File: src/rtl/ipi_pkg.sv
package ipi_pkg;

    localparam int WORD_W    = 32;
    localparam int VEC_W     = 8;
    localparam int DEST_W    = 8;
    localparam int VEC_LSB   = 0;
    localparam int MODE_LSB  = 8;
    localparam int LOGIC_BIT = 11;
    localparam int LEVEL_BIT = 14;
    localparam int TRIG_BIT  = 15;
    localparam int SH_LSB    = 18;
    localparam int DEST_LSB  = 24;

    typedef enum logic [2:0] {
        DM_FIXED   = 3'd0,
        DM_LOWEST  = 3'd1,
        DM_SMI     = 3'd2,
        DM_RSVD    = 3'd3,
        DM_NMI     = 3'd4,
        DM_INIT    = 3'd5,
        DM_STARTUP = 3'd6,
        DM_EXTINT  = 3'd7
    } dlv_mode_e;

    typedef enum logic [1:0] {
        SH_NONE   = 2'd0,
        SH_SELF   = 2'd1,
        SH_ALL    = 2'd2,
        SH_OTHERS = 2'd3
    } shorthand_e;

    typedef enum logic [1:0] {
        ST_IDLE,
        ST_RESOLVE,
        ST_SEND,
        ST_ARBSYNC
    } cmd_state_e;

    typedef struct packed {
        logic [VEC_W-1:0] vector;
        dlv_mode_e        mode;
        logic             logical;
        logic             level;
        logic             trigger;
        shorthand_e       shorthand;
    } cmd_fields_t;

    function automatic cmd_fields_t split_low_word(input logic [WORD_W-1:0] w);
        cmd_fields_t f;
        f.vector    = w[VEC_LSB +: VEC_W];
        f.mode      = dlv_mode_e'(w[MODE_LSB +: 3]);
        f.logical   = w[LOGIC_BIT];
        f.level     = w[LEVEL_BIT];
        f.trigger   = w[TRIG_BIT];
        f.shorthand = shorthand_e'(w[SH_LSB +: 2]);
        return f;
    endfunction

    function automatic logic is_init_deassert(input cmd_fields_t f);
        return (f.mode == DM_INIT) && !f.level && f.trigger;
    endfunction

endpackage

File: src/rtl/ipi_cmd_regs.sv
module ipi_cmd_regs #(
    parameter int WORD_W = 32
) (
    input  logic              clk,
    input  logic              rst_n,
    input  logic              hi_we,
    input  logic [WORD_W-1:0] hi_wdata,
    input  logic              lo_we,
    input  logic [WORD_W-1:0] lo_wdata,
    output logic [WORD_W-1:0] lo_q,
    output logic [WORD_W-1:0] hi_q
);

    always_ff @(posedge clk or negedge rst_n) begin
        if (!rst_n) begin
            hi_q <= '0;
        end else if (hi_we) begin
            hi_q <= hi_wdata;
        end
    end

    always_ff @(posedge clk or negedge rst_n) begin
        if (!rst_n) begin
            lo_q <= '0;
        end else if (lo_we) begin
            lo_q <= lo_wdata;
        end
    end

endmodule

File: src/rtl/ipi_target_gen.sv
module ipi_target_gen
    import ipi_pkg::*;
#(
    parameter int N_AGENTS = 8,
    parameter int ID_W     = 8,
    parameter int LD_W     = 8
) (
    input  logic [LD_W-1:0]          dest,
    input  logic                     logical_mode,
    input  shorthand_e               shorthand,
    input  logic                     force_all,
    input  logic [ID_W-1:0]          self_id,
    input  logic [N_AGENTS*LD_W-1:0] agent_ldest,
    output logic [N_AGENTS-1:0]      targets
);

    localparam logic [LD_W-1:0] DEST_BCAST = '1;

    logic [N_AGENTS-1:0] by_dest;
    logic [N_AGENTS-1:0] is_self;

    for (genvar g = 0; g < N_AGENTS; g++) begin : g_agent
        logic [LD_W-1:0] ld_byte;
        logic            phys_hit;
        logic            logic_hit;

        assign ld_byte    = agent_ldest[g*LD_W +: LD_W];
        assign phys_hit   = (dest == DEST_BCAST) || (dest == LD_W'(g));
        assign logic_hit  = |(dest & ld_byte);
        assign by_dest[g] = logical_mode ? logic_hit : phys_hit;
        assign is_self[g] = (self_id == ID_W'(g));
    end

    always_comb begin
        targets = '0;
        if (force_all) begin
            targets = '1;
        end else begin
            unique case (shorthand)
                SH_NONE:   targets = by_dest;
                SH_SELF:   targets = is_self;
                SH_ALL:    targets = '1;
                SH_OTHERS: targets = ~is_self;
                default:   targets = '0;
            endcase
        end
    end

endmodule

File: src/rtl/ipi_cmd_fsm.sv
module ipi_cmd_fsm
    import ipi_pkg::*;
#(
    parameter int N_AGENTS = 8
) (
    input  logic                clk,
    input  logic                rst_n,
    input  logic                launch,
    input  cmd_fields_t         fields,
    input  logic [N_AGENTS-1:0] targets,
    output logic                dlv_valid,
    output logic                arb_sync_valid,
    output logic [N_AGENTS-1:0] mask_q,
    output logic [VEC_W-1:0]    vector_q,
    output dlv_mode_e           mode_q,
    output logic                polarity_q,
    output logic                trigger_q
);

    cmd_state_e state_q;
    cmd_state_e state_d;
    logic       resolving;

    assign resolving = (state_q == ST_RESOLVE) && !launch;

    always_comb begin
        state_d = state_q;
        unique case (state_q)
            ST_IDLE:    if (launch) state_d = ST_RESOLVE;
            ST_RESOLVE: begin
                if (launch) begin
                    state_d = ST_RESOLVE;
                end else if (fields.mode == DM_RSVD) begin
                    state_d = ST_IDLE;
                end else if (is_init_deassert(fields)) begin
                    state_d = ST_ARBSYNC;
                end else begin
                    state_d = ST_SEND;
                end
            end
            ST_SEND:    state_d = launch ? ST_RESOLVE : ST_IDLE;
            ST_ARBSYNC: state_d = launch ? ST_RESOLVE : ST_IDLE;
            default:    state_d = ST_IDLE;
        endcase
    end

    always_ff @(posedge clk or negedge rst_n) begin
        if (!rst_n) begin
            state_q <= ST_IDLE;
        end else begin
            state_q <= state_d;
        end
    end

    always_ff @(posedge clk or negedge rst_n) begin
        if (!rst_n) begin
            mask_q     <= '0;
            vector_q   <= '0;
            mode_q     <= DM_FIXED;
            polarity_q <= 1'b0;
            trigger_q  <= 1'b0;
        end else if (resolving) begin
            mask_q     <= targets;
            vector_q   <= fields.vector;
            mode_q     <= fields.mode;
            polarity_q <= fields.level;
            trigger_q  <= fields.trigger;
        end
    end

    assign dlv_valid      = (state_q == ST_SEND);
    assign arb_sync_valid = (state_q == ST_ARBSYNC);

    a_r2_single_cycle: assert property (@(posedge clk) disable iff (!rst_n)
        dlv_valid |=> !dlv_valid);

    a_r2_strobe_timing: assert property (@(posedge clk) disable iff (!rst_n)
        dlv_valid |-> ($past(launch, 2) && !$past(launch)));

    a_r7_sync_timing: assert property (@(posedge clk) disable iff (!rst_n)
        arb_sync_valid |-> ($past(launch, 2) && !$past(launch)));

    a_r7_sync_single: assert property (@(posedge clk) disable iff (!rst_n)
        arb_sync_valid |=> !arb_sync_valid);

    a_r8_no_reserved: assert property (@(posedge clk) disable iff (!rst_n)
        (dlv_valid || arb_sync_valid) |-> (mode_q != DM_RSVD));

endmodule

File: src/rtl/ipi_dest_decoder.sv
module ipi_dest_decoder
    import ipi_pkg::*;
#(
    parameter int N_AGENTS = 8,
    parameter int ID_W     = 8
) (
    input  logic                       clk,
    input  logic                       rst_n,
    input  logic                       icr_hi_we,
    input  logic [31:0]                icr_hi_wdata,
    input  logic                       icr_lo_we,
    input  logic [31:0]                icr_lo_wdata,
    input  logic [ID_W-1:0]            self_id,
    input  logic [N_AGENTS*DEST_W-1:0] agent_ldest,
    output logic [31:0]                icr_lo_q,
    output logic [31:0]                icr_hi_q,
    output logic                       dlv_valid,
    output logic [N_AGENTS-1:0]        dlv_mask,
    output logic [VEC_W-1:0]           dlv_vector,
    output logic [2:0]                 dlv_mode,
    output logic                       dlv_polarity,
    output logic                       dlv_trigger,
    output logic                       arb_sync_valid,
    output logic [N_AGENTS-1:0]        arb_sync_mask
);

    cmd_fields_t         fields;
    logic [N_AGENTS-1:0] targets;
    logic                force_all;
    dlv_mode_e           mode_q;
    logic [N_AGENTS-1:0] mask_q;

    ipi_cmd_regs #(.WORD_W(WORD_W)) u_regs (
        .clk      (clk),
        .rst_n    (rst_n),
        .hi_we    (icr_hi_we),
        .hi_wdata (icr_hi_wdata),
        .lo_we    (icr_lo_we),
        .lo_wdata (icr_lo_wdata),
        .lo_q     (icr_lo_q),
        .hi_q     (icr_hi_q)
    );

    assign fields    = split_low_word(icr_lo_q);
    assign force_all = (fields.mode == DM_INIT) && !is_init_deassert(fields);

    ipi_target_gen #(
        .N_AGENTS (N_AGENTS),
        .ID_W     (ID_W),
        .LD_W     (DEST_W)
    ) u_targets (
        .dest         (icr_hi_q[DEST_LSB +: DEST_W]),
        .logical_mode (fields.logical),
        .shorthand    (fields.shorthand),
        .force_all    (force_all),
        .self_id      (self_id),
        .agent_ldest  (agent_ldest),
        .targets      (targets)
    );

    ipi_cmd_fsm #(.N_AGENTS(N_AGENTS)) u_fsm (
        .clk            (clk),
        .rst_n          (rst_n),
        .launch         (icr_lo_we),
        .fields         (fields),
        .targets        (targets),
        .dlv_valid      (dlv_valid),
        .arb_sync_valid (arb_sync_valid),
        .mask_q         (mask_q),
        .vector_q       (dlv_vector),
        .mode_q         (mode_q),
        .polarity_q     (dlv_polarity),
        .trigger_q      (dlv_trigger)
    );

    assign dlv_mode      = mode_q;
    assign dlv_mask      = mask_q;
    assign arb_sync_mask = mask_q;

    a_r2_payload: assert property (@(posedge clk) disable iff (!rst_n)
        dlv_valid |-> (dlv_vector == icr_lo_q[7:0]) && (dlv_mode == icr_lo_q[10:8])
                      && (dlv_polarity == icr_lo_q[14]) && (dlv_trigger == icr_lo_q[15]));

    a_r6_init_everyone: assert property (@(posedge clk) disable iff (!rst_n)
        (dlv_valid && dlv_mode == 3'd5) |-> (&dlv_mask));

    a_r5_others_skip_self: assert property (@(posedge clk) disable iff (!rst_n)
        (dlv_valid && icr_lo_q[19:18] == 2'd3 && dlv_mode != 3'd5)
            |-> ((dlv_mask & (N_AGENTS'(1) << $past(self_id))) == '0));

    a_r3_phys_bcast: assert property (@(posedge clk) disable iff (!rst_n)
        (dlv_valid && icr_lo_q[19:18] == 2'd0 && !icr_lo_q[11] && !$past(icr_hi_we)
            && icr_hi_q[31:24] == 8'hFF) |-> (&dlv_mask));

endmodule

File: config.mk
export PLATFORM = sky130hd
export DESIGN_NAME = ipi_dest_decoder
export DESIGN_NICKNAME = d
export VERILOG_FILES = /design/src/rtl/ipi_pkg.sv /design/src/rtl/ipi_cmd_regs.sv /design/src/rtl/ipi_target_gen.sv /design/src/rtl/ipi_cmd_fsm.sv /design/src/rtl/ipi_dest_decoder.sv
export SDC_FILE = /design/constraint.sdc
export NUM_CORES = 1
export LEC_CHECK = 0
export BUFFER_PORTS_ARGS = -buffer_cell sky130_fd_sc_hd__clkbuf_2
export CAP_MARGIN = 25
export CORE_MARGIN = 2
export CORE_UTILIZATION = 49
export CTS_BUF_LIST = sky130_fd_sc_hd__clkbuf_8
export DETAILED_ROUTE_END_ITERATION = 8
export GPL_ROUTABILITY_DRIVEN = 1
export GPL_TIMING_DRIVEN = 0
export PLACE_DENSITY = 0.89
export SLEW_MARGIN = 15
export SYNTH_ARGS = -nofsm -noshare
export SYNTH_HDL_FRONTEND = slang
export SYNTH_SLANG_ARGS = --single-unit
File: constraint.sdc
create_clock -name clk -period 3 [get_ports clk]
set_input_delay 0.15 -clock clk [delete_from_list [all_inputs] [get_ports clk]]
set_output_delay 0.15 -clock clk [all_outputs]
set_load 0.01 [all_outputs]
==> results.md, run 1 <==
- Run status: finished clean
- Worst Skew: 0.0141 ns
- Total congestion overflow: 0
- Critical Path RT: 3.20 ns
- Synth top area cells: dfrtp_1 (54%), mux2_2 (21%), a222oi_1 (2.0%), a221oi_1 (1.7%), a22o_1 (1.7%)
- Share of cells above drive strength 1: 0.598
- Io pins: 235
- Global route hottest layer: met2
- DRT Pass-1 Iters: 5
- Crit-path cells: clkbuf_1 > clkbuf_1 > nor3_1 > o311ai_0 > a31oi_1
- Slew Viols, Final: 0
- Met1 usage: 0.334
- Rows: 32
- Hold Path Class: in -> reg
- Setup TNS: 0 ns
- DR vias/cell: 5.51
- CTS Buffer Depth: 2
- Ys async rst share: 1.00
- Seq/Total Area, Yosys: 0.544
- Reg power frac: 0.467
- Pwr/cell area: 550 mW/mm^2
- Maximum fanout along the worst path: 10
- Max Clock Freq: 0.511 GHz
- Post-CTS setup buffer count: 0
- HPWL Detailed: 9190 um
- Initial core utilization: 0.513
- Worst skew pair latency: 0.36 ns
- Critical Path Start Type: register
- Worst Path Arrival: 2.16 ns
- Final setup fails: 0
- Num CTS Buffers: 9
- Gate Count Post-Synth: 316
- Antenna Cells: 0
- Die Area: 0.00891 mm^2
- VDD IR max: 0.337 mV
- Fin nets: 702
- Critical Path Most Common Cell: clkbuf_1
- Met2 usage: 0.424
- Largest stage delay on the critical path: 0.45 ns
- First-pass GRT wire length: 17700 um
- Mean Syn Cell Area: 12.7 um^2
- CTS Root Cell: clkbuf_8
- Synth Cell Area: 0.00401 mm^2
- Total GRT Usage: 0.260
- Die Ht: 94.4 um
- Clock share of power: 0.281
- Clock sinks: 87
- Sw Ratio: 0.307
- Core footprint: 0.00781 mm^2
- Routed wire length: 11500 um
- Drt wl/cell: 17.1 um
- Die width: 94.4 um
- Worst-margin pin slew: 0.652 ns
- Number of buffers added on ports: 232
- DRT iter0 DRCs: 165
- Post-synth EDFFs: 0
- Final Cycle Share: 0.653
- Most common cell after layout, fill and taps aside: clkbuf_2
- Rel. slew slack: 0.565
- Comb power frac: 0.252
- Fin. Hold Viols: 0
- Switch Pwr: 0.000939 W
- TritonCTS clock tree: built
- Via count: 3684
- # resized after CTS: 0
- RSZ-0062 raised after global routing: no
- CP endpoint kind: register
- Net Count, Synth: 456
- CP Class: reg -> reg
- Initial antenna violation count: 0
- Synth-to-layout area growth: 38.8%
- Cell taking the most area after synthesis: dfrtp_1
- Hold_buf cts: 2
- Yosys top cell area share: 0.544
- Met3 global-route usage: 0.0654
- DRT antenna net count: 0
- Vias in the first global route: 3617
- Delay-heaviest family, CP: buffers and inverters
- Yosys cell types: 38
- Synth Flop Type: dfrtp_1
- Post-Layout Cell Count: 669
- Yosys warning count: 0
- Htree depth: 3
- P_int: 0.00212 W
- P_leak: 2.70 nW
- Yosys reg bits: 87
- Reg clk slew, reported paths: 0.10 ns
- Buf/Inv on CP: 2
- Placed cells: 651
- Final Wtd Congestion: 1.01
- Tmin final: 1.96 ns
- Commonest non-fill, non-tap cells in the layout: clkbuf_2 (231), dfrtp_1 (87), mux2_2 (73), clkbuf_1 (18), nor2_1 (16)
- Max Cap Viol: 0
- Residual DRC count: 0
- CP max stage cell: o311ai_0
- Final-layout fill cell count: 597
- Pin count of the biggest net entering global routing: 51
==> layout make-up <==
class                   instances  area [um^2]  area share
inverters                       1         3.75    0.000675
clock inverters                 7         91.3      0.0164
repair buffers                235         1210       0.218
clock buffers                   9          124      0.0223
well taps                     102          128      0.0230
plain buffers                  31          155      0.0279
multi-input cells             197         1670       0.300
flip-flops and latches         87         2180       0.392
==> registers in the layout, indices dropped and copies added (netlist names) <==
signal,cells
u_regs.hi_q,32
u_regs.lo_q,32
u_fsm.mode_q,3
u_fsm.mask_q,8
u_fsm.state_q,2
u_fsm.polarity_q,1
u_fsm.vector_q,8
u_fsm.trigger_q,1
==> through the flow <==
stage / power, W / area [um^2] / hold WS [ns] / utilization / setup WS, ns
2_1_floorplan: 0.00184 / 4010 / -0.146 / - / 1.26
3_3_place_gp: 0.00219 / 5290 / 0.366 / 0.678 / 0.902
3_5_place_dp: 0.00222 / 5320 / 0.197 / 0.682 / 1.11
4_1_cts: 0.00309 / 5560 / 0.000784 / 0.712 / 1.10
5_1_grt: 0.00321 / 5560 / 0.00434 / 0.712 / 0.861
6_report: 0.00306 / 5560 / 0.0142 / 0.712 / 1.04
==> path summary, 6_finish.rpt <==
| check | from | endpoint | slack, ns | cells after the start |
|---|---|---|---|---|
| max | u_regs.hi_q[25] | u_fsm.mask_q[0] | 1.04 | 5 |
| max reg2reg | u_regs.hi_q[25] | u_fsm.mask_q[0] | 1.04 | 5 |
| min in group asynchronous | rst_n | u_regs.lo_q[0] | 0.33 | 2 |
| min reg2reg | u_fsm.vector_q[3] | u_fsm.vector_q[3] | 0.51 | 1 |
| max in group asynchronous | rst_n | u_regs.hi_q[16] | 2.04 | 3 |
| min | icr_lo_wdata[4] | u_regs.lo_q[4] | 0.01 | 2 |
==> cells in the mapped netlist (all sizes together), types with 2 or more instances <==
cell type / instances
nand4: 8
dfrtp: 87
nand3: 4
clkbuf: 18
and4b: 2
o211ai: 2
nand2: 14
nor4: 2
or3: 3
mux2: 76
xnor2: 8
o311ai: 5
buf: 13
nor3: 7
nor3b: 4
nor2: 16
a221oi: 8
a22o: 8
a31oi: 8
a222oi: 8
nand2b: 2
==> cells by family after synthesis <==
logic type / synth area share
and+or+nand+nor: 0.0903
xor gates and xnor gates: 0.0175
muxes: 0.214
AOI/OAI and AO/OA: 0.0953
DFF: 0.544
buffers and inverters: 0.0397
==> power groups by stage <==
| stage | sequential [W] | clock (W) | combinational (W) |
|---|---|---|---|
| finish | 0.00143 | 0.000858 | 0.000770 |
| global route | 0.00145 | 0.000923 | 0.000839 |
| CTS | 0.00143 | 0.000880 | 0.000776 |
| detailed placement | 0.00145 | 0 | 0.000772 |
| global placement | 0.00144 | 0 | 0.000747 |
| floorplan | 0.00151 | 0 | 0.000328 |
==> routing by layer <==
metal | wire [um] | vias up
li1 | - | 1670
met1 | 4570 | 1796
met2 | 5620 | 187
met3 | 992 | 31
met4 | 272 | 0
met5 | 0 | -
Note: power is estimated with default switching activity, not from simulation.
==> run 2, diff against run 1 <==
- CORE_UTILIZATION: 49 -> 41
- PLACE_DENSITY: 0.89 -> 0.79
- clock period: 3 -> 1.8 ns (I/O delays scaled with it)
==> run 2 against run 1 <==
Net effect: the run now ends with setup timing left; critical path depth is the same; worst setup slack lost 1.1 ns; clock power grew 62%; cell area grew 13%; clock skew is essentially flat; combinational power grew 84%; sequential power grew 67%; fmax grew 7.7%; core utilization shrank 6.1 points; sequential share of layout area shrank 4.5 points; final cell count grew 14%; critical path type unchanged; largest power group unchanged.
==> results.md, run 2 (synthesis results as in run 1) <==
- Min-Delay Endpoint: u_fsm.mask_q[2]
- Worst skew pair latency: 0.34 ns
- R2R Setup Slk: -0.02 ns
- Die width: 103 um
- Final setup fails: 1
- Htree depth: 3
- Share of cells above drive strength 1: 0.562
- R2r startpoint: u_regs.hi_q[27]
- Total congestion overflow: 0
- Num CTS Buffers: 9
- Maximum fanout along the worst path: 4
- P_leak: 3.00 nW
- Critical Path RT: 2.07 ns
- Rel. slew slack: 0.560
- Post-Layout Cell Count: 763
- Largest regs: u_regs.hi_q x32, u_regs.lo_q x32
- Die Area: 0.0106 mm^2
- Slew Viols, Final: 0
- Crit-path cells: or3_4 > or4_4 > nor3b_2 > o311ai_2 > a31oi_1
- CTS Buffer Depth: 2
- Worst-margin pin slew: 0.660 ns
- Critical Path Start Type: register
- Antenna Cells: 0
- Io pins: 235
- Residual DRC count: 0
- Multi-input combinational cell area: 0.00171 mm^2
- WHS: 0.184 ns
- Hold Path Class: in -> reg
- Pwr/cell area: 828 mW/mm^2
- Fin nets: 765
- Run status: finished with violations
- Register-to-Register Path Depth: 5
- CP endpoint kind: register
- Fin. Hold Viols: 0
- Hold depth: 5
- CP max stage cell: or4_4
- Total GRT Usage: 0.239
- Drt wl/cell: 16.5 um
- Max Clock Freq: 0.550 GHz
- Largest stage delay on the critical path: 0.47 ns
- Final Cycle Share: 1.01
- TritonCTS clock tree: built
- Synth-to-layout area growth: 56.7%
- FF/Latch Area: 0.00218 mm^2
- DRT Pass-1 Iters: 5
- Commonest non-fill, non-tap cells in the layout: clkbuf_2 (234), dfrtp_1 (87), mux2_2 (73), dlygate4sd3_1 (65)
- DRT iter0 DRCs: 180
- VDD IR max: 0.588 mV
- First-pass GRT wire length: 19400 um
- HPWL Detailed: 8920 um
- Rows: 36
- Core footprint: 0.00964 mm^2
- Worst Path Arrival: 2.09 ns
- Reg clk slew, reported paths: 0.09 ns
- Placed cells: 682
- Pin count of the biggest net entering global routing: 56
- Min-Delay Startpoint: agent_ldest[16]
- Final core utilization: 0.651
- DRT antenna net count: 0
- Failing checks: setup timing
- Initial antenna violation count: 0
- Placement-stage worst setup slack: -0.118 ns
- Die Ht: 103 um
- Max Cap Viol: 0
- Most common cell after layout, fill and taps aside: clkbuf_2
- Initial core utilization: 0.415
- Clock sinks: 87
- RSZ-0062 raised after global routing: yes
- CTS Root Cell: clkbuf_8
- Reg2reg end: u_fsm.mask_q[1]
- Vias in the first global route: 3961
- Number of buffers added on ports: 232
- DR vias/cell: 5.09
- Final-layout fill cell count: 764
- PnR worst setup slack: -0.0174 ns
- Via count: 3883
- Worst Skew: 0.0144 ns
- CP Class: reg -> reg
- Routed wire length: 12600 um
- Tmin final: 1.82 ns
- Final Wtd Congestion: 1.04
==> run 2: changes by cell type in the layout (fill, tap and decap cells not counted), moves of 2 or more <==
cell	delta
dlygate4sd3_1	+63
nor3_2	+2
nor2_1	-2
clkbuf_4	+2
clkbuf_1	-7
nor3_1	-2
clkbuf_2	+3
nor2_2	+2
buf_4	+2
==> run 2: area by class of cell <==
type | count | area share
inverter | 1 | 0.000598
clock buffer | 9 | 0.0197
multi-input combinational | 197 | 0.272
tap | 133 | 0.0265
sequential | 87 | 0.347
buffer | 30 | 0.0265
clock inverter | 7 | 0.0128
timing repair buffer | 299 | 0.295
==> run 2: power breakdown <==
group          switching (W)  internal (W)
sequential          0.000187       0.00221
combinational       0.000666      0.000751
clock               0.000724      0.000662
total                0.00158       0.00362
==> run 2: how the worst max path moves through the flow <==
stage,start,endpoint,slack [ns],depth (start not counted)
2_1_floorplan,u_regs.hi_q[27],u_fsm.mask_q[2],0.06,5
3_3_place_gp,rst_n,u_regs.hi_q[11],-0.24,1
3_5_place_dp,u_regs.hi_q[25],u_fsm.mask_q[0],-0.12,5
4_1_cts,u_regs.hi_q[27],u_fsm.mask_q[2],-0.008,5
5_1_grt,u_regs.hi_q[27],u_fsm.mask_q[1],-0.09,5
6_report,u_regs.hi_q[27],u_fsm.mask_q[1],-0.02,5
==> run 2: metal layers <==
metal  up-vias  routed length, um  GRT usage
li1       1795                  -          -
met1      1889               5150      0.298
met2       183               6340      0.405
met3        16                953     0.0732
met4         0                153     0.0628
met5         -                  0          0
==> run 2: metrics by stage <==
| stage | instance area [um^2] | total power (W) | TNS (ns) |
|---|---|---|---|
| floorplan | 4010 | 0.00306 | 0 |
| global placement | 5330 | 0.00365 | -20.78 |
| detailed placement | 5360 | 0.00370 | -0.476 |
| CTS | 6230 | 0.00521 | -0.00877 |
| global route | 6280 | 0.00548 | -0.251 |
| finish | 6280 | 0.00520 | -0.0174 |
==> run 2: timing repair <==
action | 4_1_cts | 5_1_grt
gates cloned | 0 | 0
buffers inserted | 0 | 1
pin swaps | 1 | 3
endpoints found under the setup margin | 11 | 9
hold buffers | 65 | 0
resized for setup | 8 | 17
endpoints found under the hold margin | 96 | 0
==> run 2: worst max-delay path, delay by kind of cell, from the launching register on <==
family             cells  cell delay [ns]
DFF                    1             0.40
AOI/OAI and AO/OA      2             0.29
and+or+nand+nor        3             1.07
